### config.mk
export PLATFORM = sky130hd
export DESIGN_NAME = tri_wire_master
export DESIGN_NICKNAME = d
export VERILOG_FILES = /design/src/rtl/tw_pkg.sv /design/src/rtl/tw_ctrl.sv /design/src/rtl/tw_dpath.sv /design/src/rtl/tri_wire_master.sv
export SDC_FILE = /design/constraint.sdc
export NUM_CORES = 1
export LEC_CHECK = 0
export CAP_MARGIN = 20
export CORE_MARGIN = 2
export CORE_UTILIZATION = 50
export DETAILED_ROUTE_END_ITERATION = 8
export DONT_BUFFER_PORTS = 1
export GPL_TIMING_DRIVEN = 0
export HOLD_SLACK_MARGIN = 0.05
export PLACE_DENSITY_LB_ADDON = 0.1
export SLEW_MARGIN = 25
export SYNTH_ARGS = -nofsm -noshare
export SYNTH_HDL_FRONTEND = slang
export SYNTH_HIERARCHICAL = 1
export SYNTH_SLANG_ARGS = --single-unit
### constraint.sdc
create_clock -name clk -period 2.3 [get_ports clk]
set_clock_uncertainty 0.05 [all_clocks]
set_input_delay 0.345 -clock clk [delete_from_list [all_inputs] [get_ports clk]]
set_output_delay 0.345 -clock clk [all_outputs]
set_load 0.01 [all_outputs]
### src/rtl/tw_pkg.sv
package tw_pkg;
  typedef enum logic [2:0] {
    ST_IDLE,
    ST_SETUP,
    ST_HIGH,
    ST_LOW,
    ST_TAIL
  } twState_t;

  // strobes from control to datapath
  typedef struct packed {
    logic load;      // take command word
    logic shift;     // advance outgoing bit at falling edge
    logic sample;    // capture an incoming bit at falling edge
    logic relDrive;  // stop driving the data line
    logic finish;    // frame complete
  } twStrobe_t;
endpackage

### src/rtl/tw_ctrl.sv
module tw_ctrl
  import tw_pkg::*;
#(
  parameter int SEL_W   = 3,
  parameter int FRAME_W = 16,
  parameter int DATA_W  = 8
) (
  input  logic             clk,
  input  logic             rstN,
  input  logic             enable,
  input  logic [SEL_W-1:0] clkSel,
  input  logic             cmdWrite,
  input  logic             cmdRead,
  output twStrobe_t        strobe,
  output logic             sCs,
  output logic             sClk,
  output logic             busy,
  output logic             done
);
  localparam int CNT_W      = 1 << SEL_W;
  localparam int BIT_W      = $clog2(FRAME_W);
  localparam int LAST_BIT   = FRAME_W - 1;
  localparam int RELEASE_AT = FRAME_W - DATA_W - 1;

  twState_t         st, stNext;
  logic [CNT_W-1:0] halfCnt;
  logic [CNT_W-1:0] halfMax;
  logic [SEL_W-1:0] selReg;
  logic [BIT_W-1:0] bitCnt;
  logic             readMode;
  logic             tick;

  assign halfMax = (CNT_W'(1) << selReg) - CNT_W'(1);
  assign tick    = (halfCnt == halfMax);

  always_comb begin
    stNext = st;
    strobe = '0;
    unique case (st)
      ST_IDLE: begin
        if (enable && cmdWrite) begin
          stNext      = ST_SETUP;
          strobe.load = 1'b1;
        end
      end
      ST_SETUP: if (tick) stNext = ST_HIGH;
      ST_HIGH: begin
        if (tick) begin
          strobe.shift    = (bitCnt != BIT_W'(LAST_BIT));
          strobe.sample   = readMode && (bitCnt > BIT_W'(RELEASE_AT));
          strobe.relDrive = readMode && (bitCnt == BIT_W'(RELEASE_AT));
          stNext          = (bitCnt == BIT_W'(LAST_BIT)) ? ST_TAIL : ST_LOW;
        end
      end
      ST_LOW: if (tick) stNext = ST_HIGH;
      ST_TAIL: begin
        if (tick) begin
          stNext        = ST_IDLE;
          strobe.finish = 1'b1;
        end
      end
      default: stNext = ST_IDLE;
    endcase
  end

  always_ff @(posedge clk or negedge rstN) begin
    if (!rstN) begin
      st       <= ST_IDLE;
      halfCnt  <= '0;
      selReg   <= '0;
      bitCnt   <= '0;
      readMode <= 1'b0;
      done     <= 1'b0;
    end else begin
      st      <= stNext;
      halfCnt <= (st != stNext || st == ST_IDLE) ? '0 : halfCnt + CNT_W'(1);
      done    <= strobe.finish;
      if (strobe.load) begin
        selReg   <= clkSel;
        readMode <= cmdRead;
        bitCnt   <= '0;
      end else if (st == ST_HIGH && tick) begin
        bitCnt <= bitCnt + BIT_W'(1);
      end
    end
  end

  assign sCs  = (st != ST_IDLE);
  assign sClk = (st == ST_HIGH);
  assign busy = sCs;
endmodule

### src/rtl/tw_dpath.sv
module tw_dpath
  import tw_pkg::*;
#(
  parameter int FRAME_W = 16,
  parameter int DATA_W  = 8
) (
  input  logic               clk,
  input  logic               rstN,
  input  twStrobe_t          strobe,
  input  logic [FRAME_W-1:0] cmdWord,
  input  logic               sDataIn,
  output logic               sDataOut,
  output logic               sDataOe,
  output logic [DATA_W-1:0]  rdData
);
  localparam int RW_POS = DATA_W;

  logic [FRAME_W-1:0] shiftReg;
  logic [DATA_W-1:0]  capReg;
  logic               oeReg;
  logic               isRead;

  always_ff @(posedge clk or negedge rstN) begin
    if (!rstN) begin
      shiftReg <= '0;
      capReg   <= '0;
      oeReg    <= 1'b0;
      isRead   <= 1'b0;
      rdData   <= '0;
    end else begin
      if (strobe.load) begin
        shiftReg <= cmdWord;
        isRead   <= cmdWord[RW_POS];
        oeReg    <= 1'b1;
      end else if (strobe.shift) begin
        shiftReg <= {shiftReg[FRAME_W-2:0], 1'b0};
      end
      if (strobe.sample) capReg <= {capReg[DATA_W-2:0], sDataIn};
      if (strobe.relDrive || strobe.finish) oeReg <= 1'b0;
      if (strobe.finish && isRead) rdData <= capReg;
    end
  end

  assign sDataOut = shiftReg[FRAME_W-1];
  assign sDataOe  = oeReg;
endmodule

### src/rtl/tri_wire_master.sv
module tri_wire_master
  import tw_pkg::*;
#(
  parameter int ADDR_W = 7,
  parameter int DATA_W = 8,
  parameter int SEL_W  = 3,
  localparam int FRAME_W = ADDR_W + 1 + DATA_W
) (
  input  logic               clk,
  input  logic               rstN,
  input  logic               enable,
  input  logic [SEL_W-1:0]   clkSel,
  input  logic               cmdWrite,
  input  logic [FRAME_W-1:0] cmdWord,
  output logic               busy,
  output logic               done,
  output logic [DATA_W-1:0]  rdData,
  output logic               sCs,
  output logic               sClk,
  output logic               sDataOut,
  output logic               sDataOe,
  input  logic               sDataIn
);
  twStrobe_t strobe;

  tw_ctrl #(.SEL_W(SEL_W), .FRAME_W(FRAME_W), .DATA_W(DATA_W)) ctrl_i (
    .clk(clk), .rstN(rstN), .enable(enable), .clkSel(clkSel),
    .cmdWrite(cmdWrite), .cmdRead(cmdWord[DATA_W]), .strobe(strobe),
    .sCs(sCs), .sClk(sClk), .busy(busy), .done(done)
  );

  tw_dpath #(.FRAME_W(FRAME_W), .DATA_W(DATA_W)) dpath_i (
    .clk(clk), .rstN(rstN), .strobe(strobe), .cmdWord(cmdWord),
    .sDataIn(sDataIn), .sDataOut(sDataOut), .sDataOe(sDataOe),
    .rdData(rdData)
  );
endmodule

# Word level (Yosys, flattened, before mapping)
# Cells that the tools add are included.
[totals]
register_bits = 53
in_bits = 24
out_inout_bits = 14
[op_classes]
addsub = 3
magnitude_cmp = 1
n_eq_ne = 9
shift = 1
mux = 19
n_reduce_logical = 13
[op_table]
columns = ["cell", "count"]
rows = [
  ["$mux 16", 2],
  ["$mux 3", 7],
  ["$pmux 3 s4", 1],
  ["$add 8x1->8 const B", 1],
  ["$eq 8x8->1", 1],
  ["$mux 4", 2],
  ["$mux 8", 1],
  ["$shl 1x3->8 const A", 1],
  ["$sub 8x2->8 const B", 1],
  ["$eq 3x2->1 const B", 2],
  ["$mux 1", 6],
  ["$reduce_bool 2->1", 3],
  ["$logic_and 1x1->1", 5],
  ["$add 4x1->4 const B", 1],
  ["$eq 4x3->1 const B", 1],
  ["$eq 4x4->1 const B", 1],
  ["$gt 4x3->1 const B", 1],
  ["$ne 4x4->1 const B", 1],
  ["$eq 3x1->1 const B", 1],
  ["$eq 3x3->1 const B", 1],
  ["$logic_not 3->1", 1],
  ["$ne 3x3->1", 1],
  ["$reduce_bool 3->1", 1],
  ["$logic_or 1x1->1", 2],
  ["$reduce_or 2->1", 1],
]

# Depth between registers and ports, before layout
# Gate-level depths: netlist of the first run.
[logic_depth]
word_depth = 8
mapped_depth = 10

# Cells and area by module
# The synthesis of the first run kept the hierarchy.
[by_module_without_submodules]
columns = ["mod", "n_inst", "cells_each", "area_each_um2", "seq_area_each_um2"]
rows = [
  ["tw_dpath", 1, 109, 1406.3, 850.8],
  ["tw_ctrl", 1, 130, 1219.9, 500.5],
]

# Least setup slack after synthesis of the first run
# OpenSTA, ideal clock, no wires.
[synth_path]
kind = "register -> register"
from = "register ctrl_i.st[0]"
to = "register dpath_i.shiftReg[6]"
arrival_time_ns = 2.219
required_time_ns = 2.130
slack_ns = -0.089
stages_incl_launch_ff = 10
path_buffers = 2
path_cell_list = "dfrtp_1 > or3b_1 > a211o_1 > a211oi_1 > and3_1 > and2_1 > buf_6 > buf_12 > mux2i_1 > o21ai_2"
[synth_lines]
columns = ["item", "line_no", "source"]
rows = [
  ["start: declaration", "tw_ctrl.sv:25", "twState_t st, stNext;"],
  ["start signal: assignment", "tw_ctrl.sv:75", "st <= stNext;"],
  ["end signal: assignment", "tw_dpath.sv:32", "shiftReg <= cmdWord;"],
  ["end signal: assignment", "tw_dpath.sv:36", "shiftReg <= {shiftReg[FRAME_W-2:0], 1'b0};"],
  ["end: declaration", "tw_dpath.sv:18", "logic [FRAME_W-1:0] shiftReg;"],
]

==> results of run 1 <==
==> state kept, by name, indices dropped and copies added (netlist names) <==
signal and count:
dpath_i/shiftReg 16, ctrl_i/halfCnt 8, dpath_i/capReg 8, dpath_i/rdData 8
ctrl_i/bitCnt 4, ctrl_i/selReg 3, ctrl_i/st 3, ctrl_i/done 1
ctrl_i/readMode 1, dpath_i/isRead 1, dpath_i/sDataOe 1
==> cells in the final DEF, fill, tap and decap left out, types with 3 or more instances in the layout <==
cell | Yosys | layout
a21o_1 | 3 | 3
a21oi_1 | 4 | 3
and3_1 | 5 | 3
buf_2 | 5 | 4
buf_4 | 3 | 14
buf_6 | 2 | 3
clkbuf_8 | 0 | 5
dfrtp_1 | 54 | 54
inv_1 | 6 | 6
mux2_2 | 20 | 12
mux2_4 | 0 | 8
mux2i_1 | 15 | 13
nand2_1 | 22 | 22
nand3_1 | 7 | 7
nor2_1 | 18 | 17
nor2b_1 | 5 | 5
nor4_1 | 4 | 3
o21ai_0 | 10 | 5
o21ai_1 | 9 | 14
xor2_1 | 4 | 4
==> cell type report <==
cell class | count | area share, %
inverters | 6 | 0.7220
repair buffers | 17 | 6.017
clock inverters | 2 | 1.243
plain buffers | 11 | 3.089
clock buffers | 5 | 2.206
flip-flops and latches | 54 | 43.32
multi-input cells | 165 | 40.59
well taps | 70 | 2.808
==> what timing repair did <==
item	CTS	global route
cloned	0	1
endpoints found under the hold margin	54	0
gates resized for setup	21	14
setup endpoints to repair	33	46
hold buffers	2	0
setup buffers	14	2
pin swaps	9	7
==> per-stage QoR <==
| stage | setup slack (ns) | utilization (%) | cells |
|---|---|---|---|
| 2_1_floorplan | 0.004708 | - | 239 |
| 6_report | -0.006253 | 61.46 | 330 |
| 4_1_cts | -0.07202 | 60.31 | 332 |
| 3_5_place_dp | -0.4389 | 53.62 | 309 |
| 3_3_place_gp | -0.4229 | 53.62 | 309 |
| 5_1_grt | -0.08152 | 61.46 | 330 |
==> where the power goes <==
group / switching, mW / internal, mW
clock network: 0.305 / 0.320
logic: 0.758 / 0.713
registers: 0.263 / 1.24
==> worst max-delay path, cell delays in order, from the launching register on <==
cell and delay [ns]:
dfrtp_1 0.44, or3b_4 0.39, a211o_1 0.24, a211oi_2 0.19
and3_4 0.22, and3_4 0.19, buf_8 0.14, mux2_4 0.31
==> cells in the mapped netlist (2+ instances only) <==
| master | count | area (um^2) |
|---|---|---|
| a211o_1 | 2 | 17.52 |
| a21o_1 | 3 | 22.52 |
| a21oi_1 | 4 | 20.02 |
| and2_1 | 2 | 12.51 |
| and3_1 | 5 | 31.28 |
| buf_2 | 5 | 25.02 |
| buf_4 | 3 | 22.52 |
| buf_6 | 2 | 22.52 |
| clkbuf_1 | 2 | 7.510 |
| dfrtp_1 | 54 | 1351 |
| ha_1 | 2 | 25.02 |
| inv_1 | 6 | 22.52 |
| mux2_1 | 2 | 22.52 |
| mux2_2 | 20 | 225.2 |
| mux2i_1 | 15 | 150.1 |
| nand2_1 | 22 | 82.58 |
| nand2b_1 | 2 | 12.51 |
| nand3_1 | 7 | 35.03 |
| nand4_1 | 2 | 12.51 |
| nor2_1 | 18 | 67.56 |
| nor2b_1 | 5 | 31.28 |
| nor3_1 | 3 | 15.01 |
| nor4_1 | 4 | 25.02 |
| o21ai_0 | 10 | 50.05 |
| o21ai_1 | 9 | 45.04 |
| o22ai_1 | 2 | 12.51 |
| o41ai_1 | 2 | 17.52 |
| or3_1 | 2 | 12.51 |
| xnor2_1 | 2 | 17.52 |
| xor2_1 | 4 | 35.03 |
==> routing by layer <==
| metal | GRT usage, % | vias to the layer above |
|---|---|---|
| li1 | - | 882 |
| met1 | 26.45 | 881 |
| met2 | 27.79 | 38 |
| met3 | 6.280 | 7 |
| met4 | 7.091 | 0 |
| met5 | 0 | - |
==> worst max-delay path by stage <==
stage	startpoint	end	slack, ns	cells after the start
after global placement	ctrl_i/halfCnt[2]	dpath_i/rdData[4]	-0.42	8
after global routing	ctrl_i/st[0]	dpath_i/capReg[6]	-0.08	7
after floorplan	ctrl_i/st[0]	dpath_i/shiftReg[6]	0.005	9
after CTS	ctrl_i/st[0]	dpath_i/shiftReg[6]	-0.07	9
final	ctrl_i/st[0]	dpath_i/capReg[6]	-0.006	7
after detailed placement	ctrl_i/halfCnt[2]	dpath_i/rdData[0]	-0.44	8
==> logic make-up (layout without fill, tap and decap cells) <==
| logic type | after synthesis | count (layout) | synth area share, % |
|---|---|---|---|
| AOI/OAI and AO/OA | 41 | 41 | 10.34 |
| adders and majority gates | 2 | 2 | 0.9527 |
| xor gates and xnor gates | 7 | 7 | 2.620 |
| muxes | 37 | 37 | 15.15 |
| and+or+nand+nor | 78 | 78 | 14.77 |
| buffers and inverters | 20 | 41 | 4.716 |
| DFF | 54 | 54 | 51.45 |
==> impl_metrics.py, run 1 <==
metrics = {
    "pwr": {
        "finalPower_mw": 3.597,
        "p_leak_nw": 1.375,
        "powerDensity_nw_per_um2": 1153,
        "max-vdd-ir-drop_uv": 504.2,
    },
    "drt": {
        "routed-via-count": 1808,
        "drtAntennaViolNets": 0,
        "m1WireLength_um": 2493,
        "drt_pass1_iterations": 4,
        "drt-wirelength-per-cell_um": 15.73,
        "highest-signal-layer": "met4",
        "first_iter_violations": 84,
        "met2_wirelength_um": 2297,
        "wl_met3_um": 317,
        "drc": 0,
        "viasPerCell": 5.479,
        "wirelength_um": 5191,
    },
    "setup_path": {
        "start_kind": "register",
        "reg2reg_to": "dpath_i/capReg[6]",
        "cp_max_fo": 8,
        "worstPathRequired_ns": 2.45,
        "endpoint_kind": "register",
        "r2r-start": "ctrl_i/st[0]",
        "rr_worst_depth": 7,
        "r2r_slack_ns": -0.006,
        "crit_type": "reg -> reg",
        "worstPathArrival_ns": 2.45,
    },
    "place": {
        "hpwl_um": 3390,
        "gp_congestion": 0.8014,
        "portBuffers": 0,
        "post_dp_cell_area_um2": 2721,
    },
    "floorplan": {
        "io_pins": 38,
        "dieArea_um2": 5848,
        "floorplan.initialDensity_pct": 51.75,
        "fp.dieW_um": 76.48,
        "core_area_um2": 5075,
        "fp-row-count": 26,
        "die_h_um": 76.48,
    },
    "final_layout": {
        "multi_input_area_um2": 1266,
        "seqCellArea_um2": 1351,
        "diodes": 0,
        "syn2layout_area_growth_pct": 18.77,
        "n_fill_cell": 436,
        "nets": 286,
        "drive_gt1_share_pct": 27.31,
        "fin_area_um2": 3119,
    },
    "timing": {
        "tightestPinTransition_ns": 0.4774,
        "fin_tns_setup_ns": -0.009137,
        "whs_ns": 0.1051,
        "worst_slack_ns": -0.006253,
        "period_minus_slack_ns": 2.306,
        "setup_viol": 2,
        "fin_crit_sh_pct": 100.3,
        "rsz0062_at_grt": "yes",
        "finalHoldViolations": 0,
        "timing.fmax_ghz": 0.4336,
        "slew_violations": 0,
        "max_slew_margin_pct": 68.18,
    },
    "yosys": {
        "synthesis.nets": 265,
        "syn-mean-instance-area_um2": 10.99,
        "synth_seq_cells": 54,
        "yosys_most_used_dff": "dfrtp_1",
        "netlist_area_um2": 2626,
        "ys_async_sr_fraction_pct": 100.0,
        "syn_inst": 239,
        "synth_cell_types": 48,
        "synth-edff-count": 0,
        "synth-seq-area-share_pct": 51.45,
        "yosysWarnings": 6,
    },
    "cts": {
        "clockRootBuffer": "clkbuf_8",
        "cts_buffers": 5,
        "htreeDepth": 2,
        "clkSlewWorstSetupHoldPaths_ns": 0.10,
        "clock-sinks": 54,
        "clock_latency_ns": 0.31,
        "clk_path_buf_depth": 2,
        "cts_tree": "done",
    },
    "grt": {
        "grt_max_degree": 55,
        "grt.total_usage_pct": 19.01,
        "antenna_found_initial": 0,
        "first_global_vias": 1822,
        "grt.overflow.total": 0,
        "grt_pass1_wl_um": 8852,
    },
    "hold_path": {
        "hold_depth": 2,
        "hold_class": "in -> reg",
        "worst_hold_path.endpoint": "dpath_i/shiftReg[15]",
        "min_from": "cmdWord[15]",
    },
    "run_status": {
        "failed_checks": "negative setup slack",
        "outcome": "finished, violations left",
    },
    "job": {
        "cap_violations": 0,
    },
}
Note: power is estimated with default switching activity, not from simulation.
==> inputs of run 2 (changes only) <==
Settings changed: CORE_UTILIZATION 50 to 35, SETUP_SLACK_MARGIN from default to 0.5.
==> impl_metrics.py, run 2 (synthesis gave the netlist of run 1 again) <==
metrics = {
    "run_status": {
        "outcome": "finished, violations left",
        "failed_checks": "negative setup slack",
    },
    "final_layout": {
        "final_common_cell": "dfrtp_1",
        "top_register": "dpath_i/shiftReg",
        "drive_gt1_share_pct": 39.71,
        "nets": 297,
        "final_util_pct": 48.85,
        "fin_area_um2": 3543,
        "n_fill_cell": 670,
        "syn2layout_area_growth_pct": 34.92,
        "largest_reg_flops": 16,
        "diodes": 0,
        "mostFrequentLayoutCells": "dfrtp_1, nand2_1, mux2_4",
    },
    "timing": {
        "rsz0062_at_grt": "yes",
        "worst_slack_ns": -0.08459,
        "setup_viol": 17,
        "max_slew_margin_pct": 66.32,
        "timing.fmax_ghz": 0.4194,
        "period_minus_slack_ns": 2.385,
        "slew_violations": 0,
        "tightestPinTransition_ns": 0.5040,
        "finalHoldViolations": 0,
        "fin_crit_sh_pct": 103.7,
    },
    "drt": {
        "drtAntennaViolNets": 0,
        "wirelength_um": 5875,
        "viasPerCell": 5.040,
        "drt-wirelength-per-cell_um": 15.84,
        "routed-via-count": 1870,
        "drc": 0,
        "drt_pass1_iterations": 4,
        "first_iter_violations": 41,
    },
    "cts": {
        "cts_tree": "done",
        "cts_buffers": 5,
        "clk_path_buf_depth": 2,
        "clock_latency_ns": 0.31,
        "clockRootBuffer": "clkbuf_8",
        "htreeDepth": 2,
        "clock-sinks": 54,
        "clkSlewWorstSetupHoldPaths_ns": 0.11,
    },
    "floorplan": {
        "fp.dieW_um": 90.63,
        "floorplan.initialDensity_pct": 36.21,
        "core_area_um2": 7253,
        "fp-row-count": 31,
        "dieArea_um2": 8213,
        "io_pins": 38,
        "die_h_um": 90.63,
    },
    "setup_path": {
        "crit_type": "reg -> reg",
        "cp_cell_sequence": "or3b_4 -> a211o_1 -> a211oi_2 -> and3_4 -> buf_4 -> and3_4 -> buf_8 -> mux2_4",
        "cp_max_fo": 8,
        "rr_worst_depth": 8,
        "slowest_stage": "dfrtp_1",
        "slowest_delay_ns": 0.43,
        "path_common_cell": "and3_4",
        "start_kind": "register",
        "worstPathArrival_ns": 2.54,
        "worstPathRequired_ns": 2.45,
        "endpoint_kind": "register",
    },
    "pwr": {
        "p_leak_nw": 1.505,
        "powerDensity_nw_per_um2": 1197,
        "max-vdd-ir-drop_uv": 456.0,
        "finalPower_mw": 4.240,
    },
    "grt": {
        "grt.total_usage_pct": 15.75,
        "grt_pass1_wl_um": 10450,
        "grt.overflow.total": 0,
        "antenna_found_initial": 0,
        "grt_max_degree": 55,
        "first_global_vias": 2034,
    },
    "job": {
        "cap_violations": 0,
    },
    "place": {
        "portBuffers": 0,
        "gp_congestion": 0.7730,
        "hpwl_um": 3572,
        "post_dp_cell_area_um2": 2850,
    },
    "hold_path": {
        "hold_depth": 2,
        "hold_class": "in -> reg",
    },
}
[run 2: final timing paths]
check | from | end | slack (ns)
setup / recovery | ctrl_i/st[0] | dpath_i/capReg[4] | -0.08
hold / removal | cmdWord[9] | dpath_i/shiftReg[9] | 0.10
setup reg to reg | ctrl_i/st[0] | dpath_i/capReg[4] | -0.08
hold reg to reg | dpath_i/capReg[7] | dpath_i/capReg[7] | 0.47
max in group asynchronous | rstN | ctrl_i/st[2] | 1.45
min in group asynchronous | rstN | dpath_i/shiftReg[9] | 0.49
[run 2: routing by layer]
| metal | track usage [%] | share of wire [%] |
|---|---|---|
| met1 | 21.89 | 48 |
| met2 | 24.94 | 48 |
| met3 | 3.172 | 2.8 |
| met4 | 4.615 | 1.2 |
| met5 | 0 | 0 |
[run 2: per-stage QoR]
step / worst slack (ns) / std cells / setup TNS, ns / hold slack (ns)
after global placement: -0.2082 / 338 / -3.181 / 0.0006276
after CTS: -0.1154 / 368 / -1.565 / 0.09117
final: -0.08459 / 371 / -0.7901 / 0.1036
after global routing: -0.1562 / 371 / -2.869 / 0.09491
after detailed placement: -0.2447 / 338 / -4.047 / 0.0006734
after floorplan: 0.006088 / 239 / 0 / -0.0005911
[run 2: worst max-delay path, delay by kind of cell, from the launching register on]
family	cells	cell delay (ns)
and+or+nand+nor	3	0.81
DFF	1	0.43
AOI/OAI and AO/OA	2	0.45
buffers and inverters	2	0.24
muxes	1	0.30
[run 2: cell type report]
type	instances	area, um^2	share of cell area (%)
Inverter	6	27.53	0.7768
Tap cell	99	123.9	3.496
Timing Repair Buffer	25	292.8	8.263
Clock buffer	6	82.58	2.331
Multi-Input combinational cell	165	1475	41.63
Buffer	14	171.4	4.838
Clock inverter	2	16.27	0.4590
Sequential cell	54	1354	38.21
[run 2: timing repair]
action                                  in CTS  in global routing
endpoints found under the hold margin       54                  0
endpoints found under the setup margin      55                 56
pin swaps                                   11                 10
buffers inserted                            18                  3
resized for setup                           75                 17
hold buffers                                 2                  0
cloned                                       2                  0
[run 2: report_power, final]
part           switching [mW]  internal [mW]
combinational            1.07           1.09
sequential              0.264           1.24
clock                   0.336          0.249
==> inputs of run 3 (changes only) <==
Settings changed: CTS_BUF_LIST from default to sky130_fd_sc_hd__clkbuf_16.
==> impl_metrics.py, run 3 (synthesis gave the netlist of run 1 again) <==
metrics = {
    "run_status": {
        "outcome": "finished, violations left",
        "failed_checks": "negative setup slack",
    },
    "grt": {
        "grt.total_usage_pct": 15.12,
        "grt.overflow.total": 0,
        "first_global_vias": 1955,
        "use_met2_pct": 23.26,
        "globalRouteMet1Util_pct": 21.44,
        "grt_use_met3_pct": 3.422,
        "antenna_found_initial": 0,
        "grt_pass1_wl_um": 10070,
        "grt_busiest_layer": "met2",
        "grt_max_degree": 55,
    },
    "final_layout": {
        "diodes": 0,
        "n_fill_cell": 667,
        "seqCellArea_um2": 1354,
        "final_common_cell": "dfrtp_1",
        "multi_input_area_um2": 1466,
        "top_register": "dpath_i/shiftReg",
        "fin_area_um2": 3613,
        "drive_gt1_share_pct": 40.29,
        "syn2layout_area_growth_pct": 37.59,
        "largest_reg_flops": 16,
        "nets": 303,
        "mostFrequentLayoutCells": "dfrtp_1, nand2_1, mux2_4",
    },
    "setup_path": {
        "worstPathArrival_ns": 2.48,
        "rr_worst_depth": 9,
        "r2r-start": "ctrl_i/st[0]",
        "crit_type": "reg -> reg",
        "reg2reg_to": "dpath_i/shiftReg[12]",
        "worstPathRequired_ns": 2.42,
        "r2r_slack_ns": -0.06,
        "endpoint_kind": "register",
        "start_kind": "register",
        "cp_max_fo": 5,
    },
    "timing": {
        "slew_violations": 0,
        "finalHoldViolations": 0,
        "period_minus_slack_ns": 2.358,
        "tightestPinTransition_ns": 0.4684,
        "timing.fmax_ghz": 0.4241,
        "worst_slack_ns": -0.05769,
        "max_slew_margin_pct": 68.49,
        "fin_crit_sh_pct": 102.5,
        "setup_viol": 9,
        "rsz0062_at_grt": "yes",
        "fin_tns_setup_ns": -0.2083,
    },
    "cts": {
        "cts_buffers": 5,
        "clkSlewWorstSetupHoldPaths_ns": 0.07,
        "htreeDepth": 2,
        "clockRootBuffer": "clkbuf_16",
        "clk_path_buf_depth": 2,
        "cts_tree": "done",
        "clock_latency_ns": 0.29,
        "clock-sinks": 54,
    },
    "drt": {
        "first_iter_violations": 59,
        "viasPerCell": 5.034,
        "drtAntennaViolNets": 0,
        "routed-via-count": 1898,
        "drt-wirelength-per-cell_um": 15.87,
        "drc": 0,
        "wirelength_um": 5983,
        "drt_pass1_iterations": 3,
    },
    "place": {
        "post_dp_cell_area_um2": 2850,
        "portBuffers": 0,
        "hpwl_um": 3572,
        "gp_congestion": 0.7730,
    },
    "floorplan": {
        "floorplan.initialDensity_pct": 36.21,
        "io_pins": 38,
        "fp.dieW_um": 90.63,
        "fp-row-count": 31,
        "dieArea_um2": 8213,
        "core_area_um2": 7253,
        "die_h_um": 90.63,
    },
    "hold_path": {
        "min_from": "cmdWord[6]",
        "hold_class": "in -> reg",
        "hold_depth": 2,
        "worst_hold_path.endpoint": "dpath_i/shiftReg[6]",
    },
    "pwr": {
        "max-vdd-ir-drop_uv": 419.0,
        "p_leak_nw": 1.541,
        "powerDensity_nw_per_um2": 1224,
    },
    "job": {
        "cap_violations": 0,
    },
}
-- run 3: changes by cell type in the layout (fill, tap and decap cells not counted), moves of 2 or more --
cell,before,now
clkbuf_16,1,7
mux2_4,22,20
mux2_2,0,2
buf_4,10,19
buf_6,14,12
clkbuf_8,7,1
-- run 3: repair_timing --
action	4_1_cts	5_1_grt
setup endpoints to repair	55	55
gates cloned	1	2
pin swaps	21	21
gates resized for setup	52	32
setup buffers	17	9
hold endpoints to repair	54	0
hold buffers	2	0
-- run 3: through the flow --
stage               cells  setup slack, ns  utilization [%]  hold slack, ns  power [mW]
floorplan             239         0.006088                -      -0.0005911       2.545
CTS                   366          -0.1148            46.89          0.1232       4.156
detailed placement    338          -0.2447            39.30       0.0006734       2.816
global route          377          -0.1674            49.82          0.1314       4.729
finish                377         -0.05769            49.82          0.1342       4.423
global placement      338          -0.2082            39.30       0.0006276       2.793
-- run 3: cell type report --
type,count,share of cell area [%]
Buffer,14,4.432
Tap cell,99,3.428
Multi-Input combinational cell,165,40.58
Sequential cell,54,37.47
Clock inverter,3,0.5540
Timing Repair Buffer,31,9.453
Clock buffer,5,3.463
Inverter,6,0.6233
-- run 3: power breakdown --
group	total, mW	internal (mW)	switching, mW
Sequential	1.50	1.24	0.263
Clock	0.753	0.404	0.349
Combinational	2.17	1.10	1.06
Total	4.42	2.75	1.68
-- run 3: worst max-delay path: stages (launching register included) --
cell and delay, ns:
dfrtp_1 0.41, or3b_4 0.40, a211o_1 0.24, a211oi_2 0.21
and3_4 0.23, and2_4 0.15, buf_8 0.12, clkbuf_16 0.15
mux2i_1 0.19, o21ai_1 0.09
-- run 3: worst max path at each step --
stage,from,endpoint,slack [ns],cells past startpoint
after floorplan,ctrl_i/st[0],dpath_i/shiftReg[6],0.006,9
after global placement,ctrl_i/st[0],dpath_i/shiftReg[6],-0.21,9
after detailed placement,ctrl_i/st[0],dpath_i/shiftReg[13],-0.24,9
after CTS,ctrl_i/st[2],dpath_i/shiftReg[6],-0.11,9
after global routing,ctrl_i/st[2],dpath_i/shiftReg[12],-0.17,9
final,ctrl_i/st[0],dpath_i/shiftReg[12],-0.06,9
-- run 3: metal layers --
layer | vias up | part of all wire (%)
met1 | 945 | 48
met4 | 0 | 0.64
li1 | 922 | -
met3 | 2 | 3.5
met2 | 29 | 48
met5 | - | 0
